`src/rtl/evtflag_pkg.sv`:
```
package evtflag_pkg;

  localparam int WORD_W  = 32;
  localparam int FIELD_W = 6;
  localparam int LANES   = 4;

  // bit positions inside one stream field (decoded by software)
  localparam int B_TC  = 5;
  localparam int B_HT  = 4;
  localparam int B_TE  = 3;
  localparam int B_DME = 2;
  localparam int B_FE  = 0;

  localparam logic [FIELD_W-1:0] FIELD_MASK = 6'h3D;

  typedef struct packed {
    logic tc;
    logic ht;
    logic te;
    logic dme;
    logic fe;
  } evt_t;

  typedef struct packed {
    logic tc;
    logic ht;
    logic err;
    logic dme;
  } irq_en_t;

  // start bit of lane k inside a word: 0, 6, 16, 22
  function automatic int lane_offset(input int k);
    return ((k / 2) % 2) * 16 + (k % 2) * 6;
  endfunction

  function automatic logic [WORD_W-1:0] word_mask();
    logic [WORD_W-1:0] m;
    m = '0;
    for (int k = 0; k < LANES; k++) begin
      m = m | (WORD_W'(FIELD_MASK) << lane_offset(k));
    end
    return m;
  endfunction

endpackage

```
`src/rtl/evtflag_cell.sv`:
```
module evtflag_cell
  import evtflag_pkg::*;
(
  input  logic               clk,
  input  logic               rst_n,
  input  evt_t               evt_i,
  input  logic [FIELD_W-1:0] clr_i,
  input  irq_en_t            en_i,
  output logic [FIELD_W-1:0] field_o,
  output logic               irq_o
);

  logic [FIELD_W-1:0] evt_vec;
  logic [FIELD_W-1:0] flag_q;
  logic [FIELD_W-1:0] flag_d;
  logic               flag_en;

  always_comb begin
    evt_vec        = '0;
    evt_vec[B_TC]  = evt_i.tc;
    evt_vec[B_HT]  = evt_i.ht;
    evt_vec[B_TE]  = evt_i.te;
    evt_vec[B_DME] = evt_i.dme;
    evt_vec[B_FE]  = evt_i.fe;
  end

  // next state: clear first, then events win
  always_comb begin
    flag_d  = ((flag_q & ~clr_i) | evt_vec) & FIELD_MASK;
    flag_en = (|evt_vec) | (|(clr_i & flag_q));
  end

  always_ff @(posedge clk or negedge rst_n) begin
    if (!rst_n) begin
      flag_q <= '0;
    end else if (flag_en) begin
      flag_q <= flag_d;
    end
  end

  assign field_o = flag_q;

  always_comb begin
    irq_o = (flag_q[B_TC]  & en_i.tc)
          | (flag_q[B_HT]  & en_i.ht)
          | ((flag_q[B_TE] | flag_q[B_FE]) & en_i.err)
          | (flag_q[B_DME] & en_i.dme);
  end

  assert_evt_sets_R2: assert property (@(posedge clk) disable iff (!rst_n)
    (evt_vec != '0) |=> ((field_o & $past(evt_vec)) == $past(evt_vec)));

  assert_clear_works_R5: assert property (@(posedge clk) disable iff (!rst_n)
    ((clr_i & ~evt_vec & field_o) != '0) |=>
      ((field_o & $past(clr_i & ~evt_vec)) == '0));

  assert_evt_wins_R6: assert property (@(posedge clk) disable iff (!rst_n)
    ((evt_vec & clr_i) != '0) |=>
      ((field_o & $past(evt_vec & clr_i)) == $past(evt_vec & clr_i)));

  assert_sticky_R9: assert property (@(posedge clk) disable iff (!rst_n)
    (clr_i == '0) |=> ((field_o & $past(field_o)) == $past(field_o)));

  assert_irq_needs_flag_R8: assert property (@(posedge clk) disable iff (!rst_n)
    irq_o |-> (field_o != '0));

endmodule

```
`src/rtl/evtflag_word_pack.sv`:
```
module evtflag_word_pack
  import evtflag_pkg::*;
(
  input  logic [LANES-1:0][FIELD_W-1:0] fields_i,
  input  logic [WORD_W-1:0]             clr_word_i,
  output logic [WORD_W-1:0]             status_o,
  output logic [LANES-1:0][FIELD_W-1:0] clr_fields_o
);

  logic unused_wbits;
  assign unused_wbits = ^(clr_word_i & ~word_mask());

  always_comb begin
    status_o = '0;
    for (int k = 0; k < LANES; k++) begin
      status_o[lane_offset(k) +: FIELD_W] = fields_i[k] & FIELD_MASK;
    end
  end

  for (genvar k = 0; k < LANES; k++) begin : g_lane
    localparam int OFF = lane_offset(k);
    assign clr_fields_o[k] = clr_word_i[OFF +: FIELD_W];
  end

endmodule

```
`src/rtl/evtflag_regport.sv`:
```
module evtflag_regport
  import evtflag_pkg::*;
#(
  parameter int NUM_WORDS = 2,
  parameter int ADDR_W    = 2
) (
  input  logic                           clk,
  input  logic                           rst_n,
  input  logic [ADDR_W-1:0]              addr_i,
  input  logic                           wr_i,
  input  logic [WORD_W-1:0]              wdata_i,
  input  logic [NUM_WORDS-1:0][WORD_W-1:0] status_i,
  output logic [NUM_WORDS-1:0][WORD_W-1:0] clr_o,
  output logic [WORD_W-1:0]              rdata_o
);

  logic is_status;

  // clear words: write-only, one strobe per word
  always_comb begin
    for (int w = 0; w < NUM_WORDS; w++) begin
      clr_o[w] = (wr_i && (addr_i == ADDR_W'(NUM_WORDS + w))) ? wdata_i : '0;
    end
  end

  always_comb begin
    rdata_o   = '0;
    is_status = 1'b0;
    for (int w = 0; w < NUM_WORDS; w++) begin
      if (addr_i == ADDR_W'(w)) begin
        rdata_o   = status_i[w];
        is_status = 1'b1;
      end
    end
  end

  assert_clr_reads_zero_R7: assert property (@(posedge clk) disable iff (!rst_n)
    (int'(addr_i) >= NUM_WORDS) |-> (rdata_o == '0));

  assert_rsvd_zero_R4: assert property (@(posedge clk) disable iff (!rst_n)
    is_status |-> ((rdata_o & ~word_mask()) == '0));

endmodule

```
`src/rtl/dma_evt_flag_bank.sv`:
```
module dma_evt_flag_bank
  import evtflag_pkg::*;
#(
  parameter int NUM_STREAMS = 8
) (
  input  logic                   clk,
  input  logic                   rst_n,
  input  logic [1:0]             reg_addr,
  input  logic                   reg_wr,
  input  logic [31:0]            reg_wdata,
  output logic [31:0]            reg_rdata,
  input  logic [NUM_STREAMS-1:0] evt_tc,
  input  logic [NUM_STREAMS-1:0] evt_ht,
  input  logic [NUM_STREAMS-1:0] evt_te,
  input  logic [NUM_STREAMS-1:0] evt_dme,
  input  logic [NUM_STREAMS-1:0] evt_fe,
  input  logic [NUM_STREAMS-1:0] ie_tc,
  input  logic [NUM_STREAMS-1:0] ie_ht,
  input  logic [NUM_STREAMS-1:0] ie_err,
  input  logic [NUM_STREAMS-1:0] ie_dme,
  output logic [NUM_STREAMS-1:0] irq
);

  localparam int NUM_WORDS = NUM_STREAMS / LANES;
  localparam int ADDR_W    = $clog2(2 * NUM_WORDS);

  // reset: asynchronous assert, synchronous release
  logic [1:0] rst_sync_q;
  logic       rst_core_n;

  always_ff @(posedge clk or negedge rst_n) begin
    if (!rst_n) begin
      rst_sync_q <= 2'b00;
    end else begin
      rst_sync_q <= {rst_sync_q[0], 1'b1};
    end
  end

  assign rst_core_n = rst_sync_q[1];

  logic [NUM_STREAMS-1:0][FIELD_W-1:0] flag_field;
  logic [NUM_STREAMS-1:0][FIELD_W-1:0] clr_field;
  logic [NUM_WORDS-1:0][WORD_W-1:0]    status_word;
  logic [NUM_WORDS-1:0][WORD_W-1:0]    clr_word;

  for (genvar s = 0; s < NUM_STREAMS; s++) begin : g_stream
    evt_t    evt_s;
    irq_en_t en_s;

    assign evt_s = '{tc: evt_tc[s], ht: evt_ht[s], te: evt_te[s],
                     dme: evt_dme[s], fe: evt_fe[s]};
    assign en_s  = '{tc: ie_tc[s], ht: ie_ht[s], err: ie_err[s], dme: ie_dme[s]};

    evtflag_cell u_cell (
      .clk     (clk),
      .rst_n   (rst_core_n),
      .evt_i   (evt_s),
      .clr_i   (clr_field[s]),
      .en_i    (en_s),
      .field_o (flag_field[s]),
      .irq_o   (irq[s])
    );
  end

  for (genvar w = 0; w < NUM_WORDS; w++) begin : g_word
    evtflag_word_pack u_pack (
      .fields_i     (flag_field[w*LANES +: LANES]),
      .clr_word_i   (clr_word[w]),
      .status_o     (status_word[w]),
      .clr_fields_o (clr_field[w*LANES +: LANES])
    );
  end

  logic [ADDR_W-1:0] addr_int;
  assign addr_int = ADDR_W'(reg_addr);

  evtflag_regport #(
    .NUM_WORDS (NUM_WORDS),
    .ADDR_W    (ADDR_W)
  ) u_regport (
    .clk      (clk),
    .rst_n    (rst_core_n),
    .addr_i   (addr_int),
    .wr_i     (reg_wr),
    .wdata_i  (reg_wdata),
    .status_i (status_word),
    .clr_o    (clr_word),
    .rdata_o  (reg_rdata)
  );

endmodule

```
`config.mk`:
```
export PLATFORM = sky130hd
export DESIGN_NAME = dma_evt_flag_bank
export DESIGN_NICKNAME = d
export VERILOG_FILES = /design/src/rtl/evtflag_pkg.sv /design/src/rtl/evtflag_cell.sv /design/src/rtl/evtflag_word_pack.sv /design/src/rtl/evtflag_regport.sv /design/src/rtl/dma_evt_flag_bank.sv
export SDC_FILE = /design/constraint.sdc
export NUM_CORES = 1
export LEC_CHECK = 0
export CORE_ASPECT_RATIO = 1.2
export CORE_MARGIN = 10
export CORE_UTILIZATION = 39
export DETAILED_ROUTE_END_ITERATION = 8
export PLACE_DENSITY = 0.88
export SYNTH_ARGS = -nofsm -noshare
export SYNTH_HDL_FRONTEND = slang
export SYNTH_SLANG_ARGS = --single-unit
```
`constraint.sdc`:
```
create_clock -name clk -period 3.1 [get_ports clk]
set_input_delay 0.775 -clock clk [delete_from_list [all_inputs] [get_ports clk]]
set_output_delay 0.775 -clock clk [all_outputs]
set_load 0.03 [all_outputs]
```
==> results.md, run 1 <==
* Post-route ant nets at 0
* Required time of the critical path at 2.32 ns
* Sequential standard cell area at 1052 um2
* Layout area overhead at 58.27%
* Number of clock sinks at 42
* Commonest non-fill, non-tap cells in the layout: sky130_fd_sc_hd__clkdlybuf4s50_1 (113), sky130_fd_sc_hd__dfrtp_1 (41), sky130_fd_sc_hd__nor2_1 (40)
* Worst R2R Path Depth at 0
* Final #Nets at 470
* Type of element launching the critical path: input pin
* TritonCTS buffer count at 5
* Cell row count at 30
* Initial core utilization at 40.16%
* Maximum number of pins on one net before global-route repair at 41
* Via count of the first global-routing pass at 2323
* Status: complete, no violations
* R2r setup slk at 2.14 ns
* RSZ-0062 raised after global routing: no
* Count of pins over their slew limit at 0
* Clock period minus worst slack at 3.034 ns
* Detailed-route wire length at 7.719 mm
* Max Fclk at 329.6 MHz
* DRT Pass-1 Iters at 5
* Mapped Avg Cell Area at 9.343 um2
* Chip Height at 103.4 um
* Detailed placer's ending HPWL at 6.231 mm
* Most common cell after layout, fill and taps aside: sky130_fd_sc_hd__clkdlybuf4s50_1
* Initial antenna violation count at 1
* Final hold vios at 0
* Ports at 149
* Global-route wire length before repair at 11.69 mm
* Launching element of the worst setup path: reg_addr[1]
* Worst Clk Skew at 0.005809 ns
* Final Cycle Share at 97.88%
* Setup total negative slack at 0 ns
* Critical path peak fanout at 14
* Hold worst-path end: rst_sync_q[1]
* Static Leak at 0.001440 uW
* Detailed-route vias per instance at 5.278
* R2R Path Start: rst_sync_q[1]
* Grt total ovfl at 0
* Yosys warnings at 0
* Combined area of the multi-input logic cells at 958.4 um2
* Setup Fix Bufs, Post-CTS at 0
* Clock input transition at the sequential cells of the worst setup and hold paths at 0.07 ns
* Number of endpoints failing setup at the final stage at 0
* Share of final-layout standard cells stronger than drive strength 1 at 6.094%
* Number of antenna cells inserted at 0
* Number of max-cap violations at 0
* Synthesized instance count at 242
* Hold Crit Depth at 0
* Worst rel slew slack at 40.57%
* Setup Crit Path Kind: input pin to output pin
* CTS Buffer Depth at 2
* Via count at 2243
* Pwr dens at 352.3 nW/um2
* Count of buffers from port buffering at 124
* Post-CTS Hold Buffers at 0
* Type of the tightest min-delay check: register to register
* 1st-iter DRT viols at 103
* Peak ir drop on the vdd network at 0.2385 mV
* Number of fillers in the final layout at 490
* Resized cells post-CTS at 0
* Worst path arrival time at 2.26 ns
* Number of storage elements in the synthesis netlist at 42
* TritonCTS clock tree: built
* Power consumption at 1261 uW
* Core outline area at 5630 um2
* Number of different library cells in the post-synthesis netlist at 15
* Critical hold path startpoint: rst_sync_q[0]
* Worst Tran Pin Value at 0.8915 ns
* Reg-to-Reg End: g_stream[7].u_cell.field_o[3]
* Cell area after technology mapping at 2261 um2
* Clock root buffer master: sky130_fd_sc_hd__clkbuf_8
* Final estimated routing congestion in global placement at 0.7460
* Sequential element share of the synthesized area at 46.49%
* Die Area at 9255 um2
* Max H-tree Level at 2
* Crit. End Element: output pin
* Total global routing track utilization at 16.34%
* Average wire per standard cell at 18.16 um
* Overall die width at 89.51 um
* # DRC at 0
* Insertion delay to the later sink of the worst-skew pair at 0.29 ns
[power by group]
part | switching (uW) | internal (uW)
Clock | 174 | 155
Sequential | 26.0 | 567
Combinational | 154 | 184
[cells in the mapped netlist]
master | instances | share of area (%)
sky130_fd_sc_hd__a21o_1 | 20 | 6.6
sky130_fd_sc_hd__a222oi_1 | 8 | 3.5
sky130_fd_sc_hd__a31oi_1 | 20 | 5.5
sky130_fd_sc_hd__and3b_1 | 1 | 0.39
sky130_fd_sc_hd__buf_2 | 9 | 2.0
sky130_fd_sc_hd__buf_4 | 22 | 7.3
sky130_fd_sc_hd__clkbuf_1 | 2 | 0.33
sky130_fd_sc_hd__conb_1 | 2 | 0.33
sky130_fd_sc_hd__dfrtp_1 | 42 | 46
sky130_fd_sc_hd__inv_1 | 20 | 3.3
sky130_fd_sc_hd__mux2i_1 | 20 | 8.9
sky130_fd_sc_hd__nand2_1 | 8 | 1.3
sky130_fd_sc_hd__nand4_1 | 20 | 5.5
sky130_fd_sc_hd__nor2_1 | 40 | 6.6
sky130_fd_sc_hd__o21ai_0 | 8 | 1.8
[layer usage]
metal	GRT usage (%)	wire, um	vias up
met5	0	10	-
met4	2.941	46	2
met3	5.643	647	8
met2	30.44	4157	93
met1	17.34	2856	1072
li1	-	-	1068
[worst max-delay path, stage by stage]
cell	delay (ns)
sky130_fd_sc_hd__clkdlybuf4s50_1	0.46
sky130_fd_sc_hd__buf_4	0.22
sky130_fd_sc_hd__nor2_1	0.11
sky130_fd_sc_hd__clkdlybuf4s50_1	0.69
[stage by stage]
step | util, % | std cells | area (um2) | setup slack, ns | hold slack [ns]
detailed placement | 61.98 | 418 | 3490 | 0.0008991 | 0.3441
CTS | 63.33 | 425 | 3566 | 0.0008991 | 0.3611
global route | 63.56 | 425 | 3578 | 0.01138 | 0.3660
global placement | 61.98 | 418 | 3490 | 0.01645 | 0.3372
finish | 63.56 | 425 | 3578 | 0.06571 | 0.3575
floorplan | - | 253 | 2302 | 0.7248 | 0.3312
[cell families (layout without fill, tap and decap cells)]
group | count (synthesis) | count (layout) | share of synthesized area [%]
compound gates | 56 | 56 | 17.49
mux | 20 | 20 | 8.854
buf+inv | 53 | 161 | 12.95
other cells | 2 | 13 | 0.3322
flops | 42 | 42 | 46.49
simple gates | 69 | 69 | 13.89
[worst max path at each step]
stage                               end  slack, ns  cells past startpoint
after floorplan            reg_rdata[0]       0.72                      4
after global placement           irq[4]       0.02                      4
after detailed placement         irq[4]     0.0009                      4
after CTS                        irq[4]     0.0009                      4
after global routing       reg_rdata[3]       0.01                      4
final                     reg_rdata[26]       0.07                      4
[registers in the layout (all words and copies together), names as in the netlist]
name and cells:
g_stream.u_cell.field_o 40, rst_sync_q 2
[area by class of cell]
class / count / area share (%)
Clock buffer: 7 / 2.133
Inverter: 20 / 2.098
Multi-Input combinational cell: 158 / 26.78
Sequential cell: 42 / 29.41
Tap cell: 64 / 2.238
Timing Repair Buffer: 134 / 37.34
No activity file was read; power rests on OpenSTA's default activity.
==> run 2: changes to the inputs <==
Settings changed: CORE_UTILIZATION 39 to 33, PLACE_DENSITY 0.88 to 0.8.
Clock period 3.1 ns to 2.5 ns, I/O delays scaled along.
==> run 2 against run 1 <==
- count of clock-buffer cells in the layout unchanged
- non-clock buffer count down 4
- critical path depth unchanged
- largest power group unchanged
==> results.md, run 2 (synthesis results as in run 1) <==
* Status: complete, no violations
* Worst rel slew slack at 42.11%
* Ports at 149
* Max Fclk at 403.8 MHz
* Post-route ant nets at 0
* Detailed placer's ending HPWL at 6.181 mm
* Average wire per standard cell at 17.14 um
* Maximum number of pins on one net before global-route repair at 42
* Number of max-cap violations at 0
* Final Cycle Share at 99.07%
* TritonCTS clock tree: built
* Total global routing track utilization at 13.86%
* Required time of the critical path at 1.88 ns
* Setup Crit Path Kind: input pin to output pin
* Type of the tightest min-delay check: register to register
* Grt total ovfl at 0
* Commonest non-fill, non-tap cells in the layout: sky130_fd_sc_hd__clkdlybuf4s50_1 (95), sky130_fd_sc_hd__dfrtp_1 (41), sky130_fd_sc_hd__nor2_1 (40), sky130_fd_sc_hd__buf_4 (24)
* Power consumption at 1545 uW
* Static Leak at 0.001421 uW
* Initial core utilization at 33.39%
* CTS Buffer Depth at 2
* Peak ir drop on the vdd network at 0.2996 mV
* Number of fillers in the final layout at 656
* TritonCTS buffer count at 5
* Clock period minus worst slack at 2.477 ns
* Core outline area at 6771 um2
* Insertion delay to the later sink of the worst-skew pair at 0.29 ns
* Layout area overhead at 55.06%
* Sequential standard cell area at 1052 um2
* Via count at 2184
* Global-route wire length before repair at 11.83 mm
* Worst Tran Pin Value at 0.8684 ns
* Overall die width at 95.56 um
* Setup Fix Bufs, Post-CTS at 0
* Worst Clk Skew at 0.004379 ns
* Clock input transition at the sequential cells of the worst setup and hold paths at 0.07 ns
* Count of buffers from port buffering at 124
* Number of clock sinks at 42
* Clock root buffer master: sky130_fd_sc_hd__clkbuf_8
* Max H-tree Level at 2
* Max FFs per register at 40
* Chip Height at 110.7 um
* # DRC at 0
* Final estimated routing congestion in global placement at 0.7851
* Via count of the first global-routing pass at 2378
* Critical path peak fanout at 1
* Die Area at 10580 um2
* DRT Pass-1 Iters at 5
* Hold Worst Slack at 0.3639 ns
* Count of pins over their slew limit at 0
* RSZ-0062 raised after global routing: no
* Cell row count at 33
* Detailed-route vias per instance at 4.919
* Most common cell after layout, fill and taps aside: sky130_fd_sc_hd__clkdlybuf4s50_1
* Number of antenna cells inserted at 0
* Final #Nets at 466
* Type of element launching the critical path: input pin
* Number of endpoints failing setup at the final stage at 0
* Initial antenna violation count at 0
* Pwr dens at 440.7 nW/um2
* Crit. End Element: output pin
* Worst path arrival time at 1.85 ns
* Detailed-route wire length at 7.612 mm
* Combined area of the multi-input logic cells at 958.4 um2
* Final hold vios at 0
* Share of final-layout standard cells stronger than drive strength 1 at 11.20%
* 1st-iter DRT viols at 110
-- run 2: cell count changes in the layout (fill, tap and decap cells not counted), sizes merged --
cell           change
clkdlybuf4s50     -18
buf               +12
clkbuf             +6
dlymetal6s2s       -5
dlygate4sd2        +1
-- run 2: report_power, final --
group	switching, uW	internal [uW]	leakage [uW]
sequential	32.3	704	0.000387
combinational	189	215	0.000995
clock	213	192	0.0000383
total	434	1110	0.00142
-- run 2: cell type report --
class,count,share of cell area (%)
Multi-Input combinational cell,158,27.34
Clock buffer,7,2.177
Timing Repair Buffer,130,35.22
Inverter,20,2.141
Tap cell,87,3.105
Sequential cell,42,30.01
-- run 2: worst max-delay path: stages --
cell and delay [ns]:
sky130_fd_sc_hd__clkdlybuf4s50_1 0.41, sky130_fd_sc_hd__a222oi_1 0.36, sky130_fd_sc_hd__nand2_1 0.08, sky130_fd_sc_hd__dlygate4sd2_1 0.37
-- run 2: what timing repair did --
item / in CTS / in global routing
hold buffers: 0 / 0
endpoints found under the setup margin: 7 / 6
pin swaps: 2 / 3
gates resized for setup: 7 / 12
-- run 2: metrics by stage --
stage / setup TNS [ns] / instance area, um2 / utilization, % / worst slack [ns] / instances
finish: 0 / 3506 / 51.77 / 0.02323 / 444
floorplan: 0 / 2302 / - / 0.4248 / 253
global route: 0 / 3506 / 51.77 / 0.0005176 / 444
CTS: 0 / 3528 / 52.11 / 0.008638 / 444
global placement: -1.402 / 3461 / 51.11 / -0.2721 / 437
detailed placement: -1.509 / 3461 / 51.11 / -0.2509 / 437
-- run 2: layer usage --
| metal | up-vias | share of wire [%] | global-route usage (%) | routed length (um) |
|---|---|---|---|---|
| met5 | - | 0 | 0 | 0 |
| met4 | 0 | 0.89 | 2.759 | 68 |
| met3 | 7 | 9.2 | 5.352 | 699 |
| met2 | 95 | 51 | 24.43 | 3865 |
| met1 | 1024 | 39 | 15.13 | 2979 |
| li1 | 1058 | - | - | - |
-- run 2: path summary, 6_finish.rpt --
check                           slack (ns)  depth (start not counted)                             to     startpoint
worst max-delay path                  0.02                          4                         irq[0]       ie_tc[0]
worst min-delay path                  0.36                          0                  rst_sync_q[1]  rst_sync_q[0]
worst max register to register        1.56                          0  g_stream[7].u_cell.field_o[0]  rst_sync_q[1]
worst min register to register        0.36                          0                  rst_sync_q[1]  rst_sync_q[0]
max in group asynchronous             1.56                          0  g_stream[7].u_cell.field_o[0]  rst_sync_q[1]
min in group asynchronous             0.39                          0  g_stream[1].u_cell.field_o[0]  rst_sync_q[1]
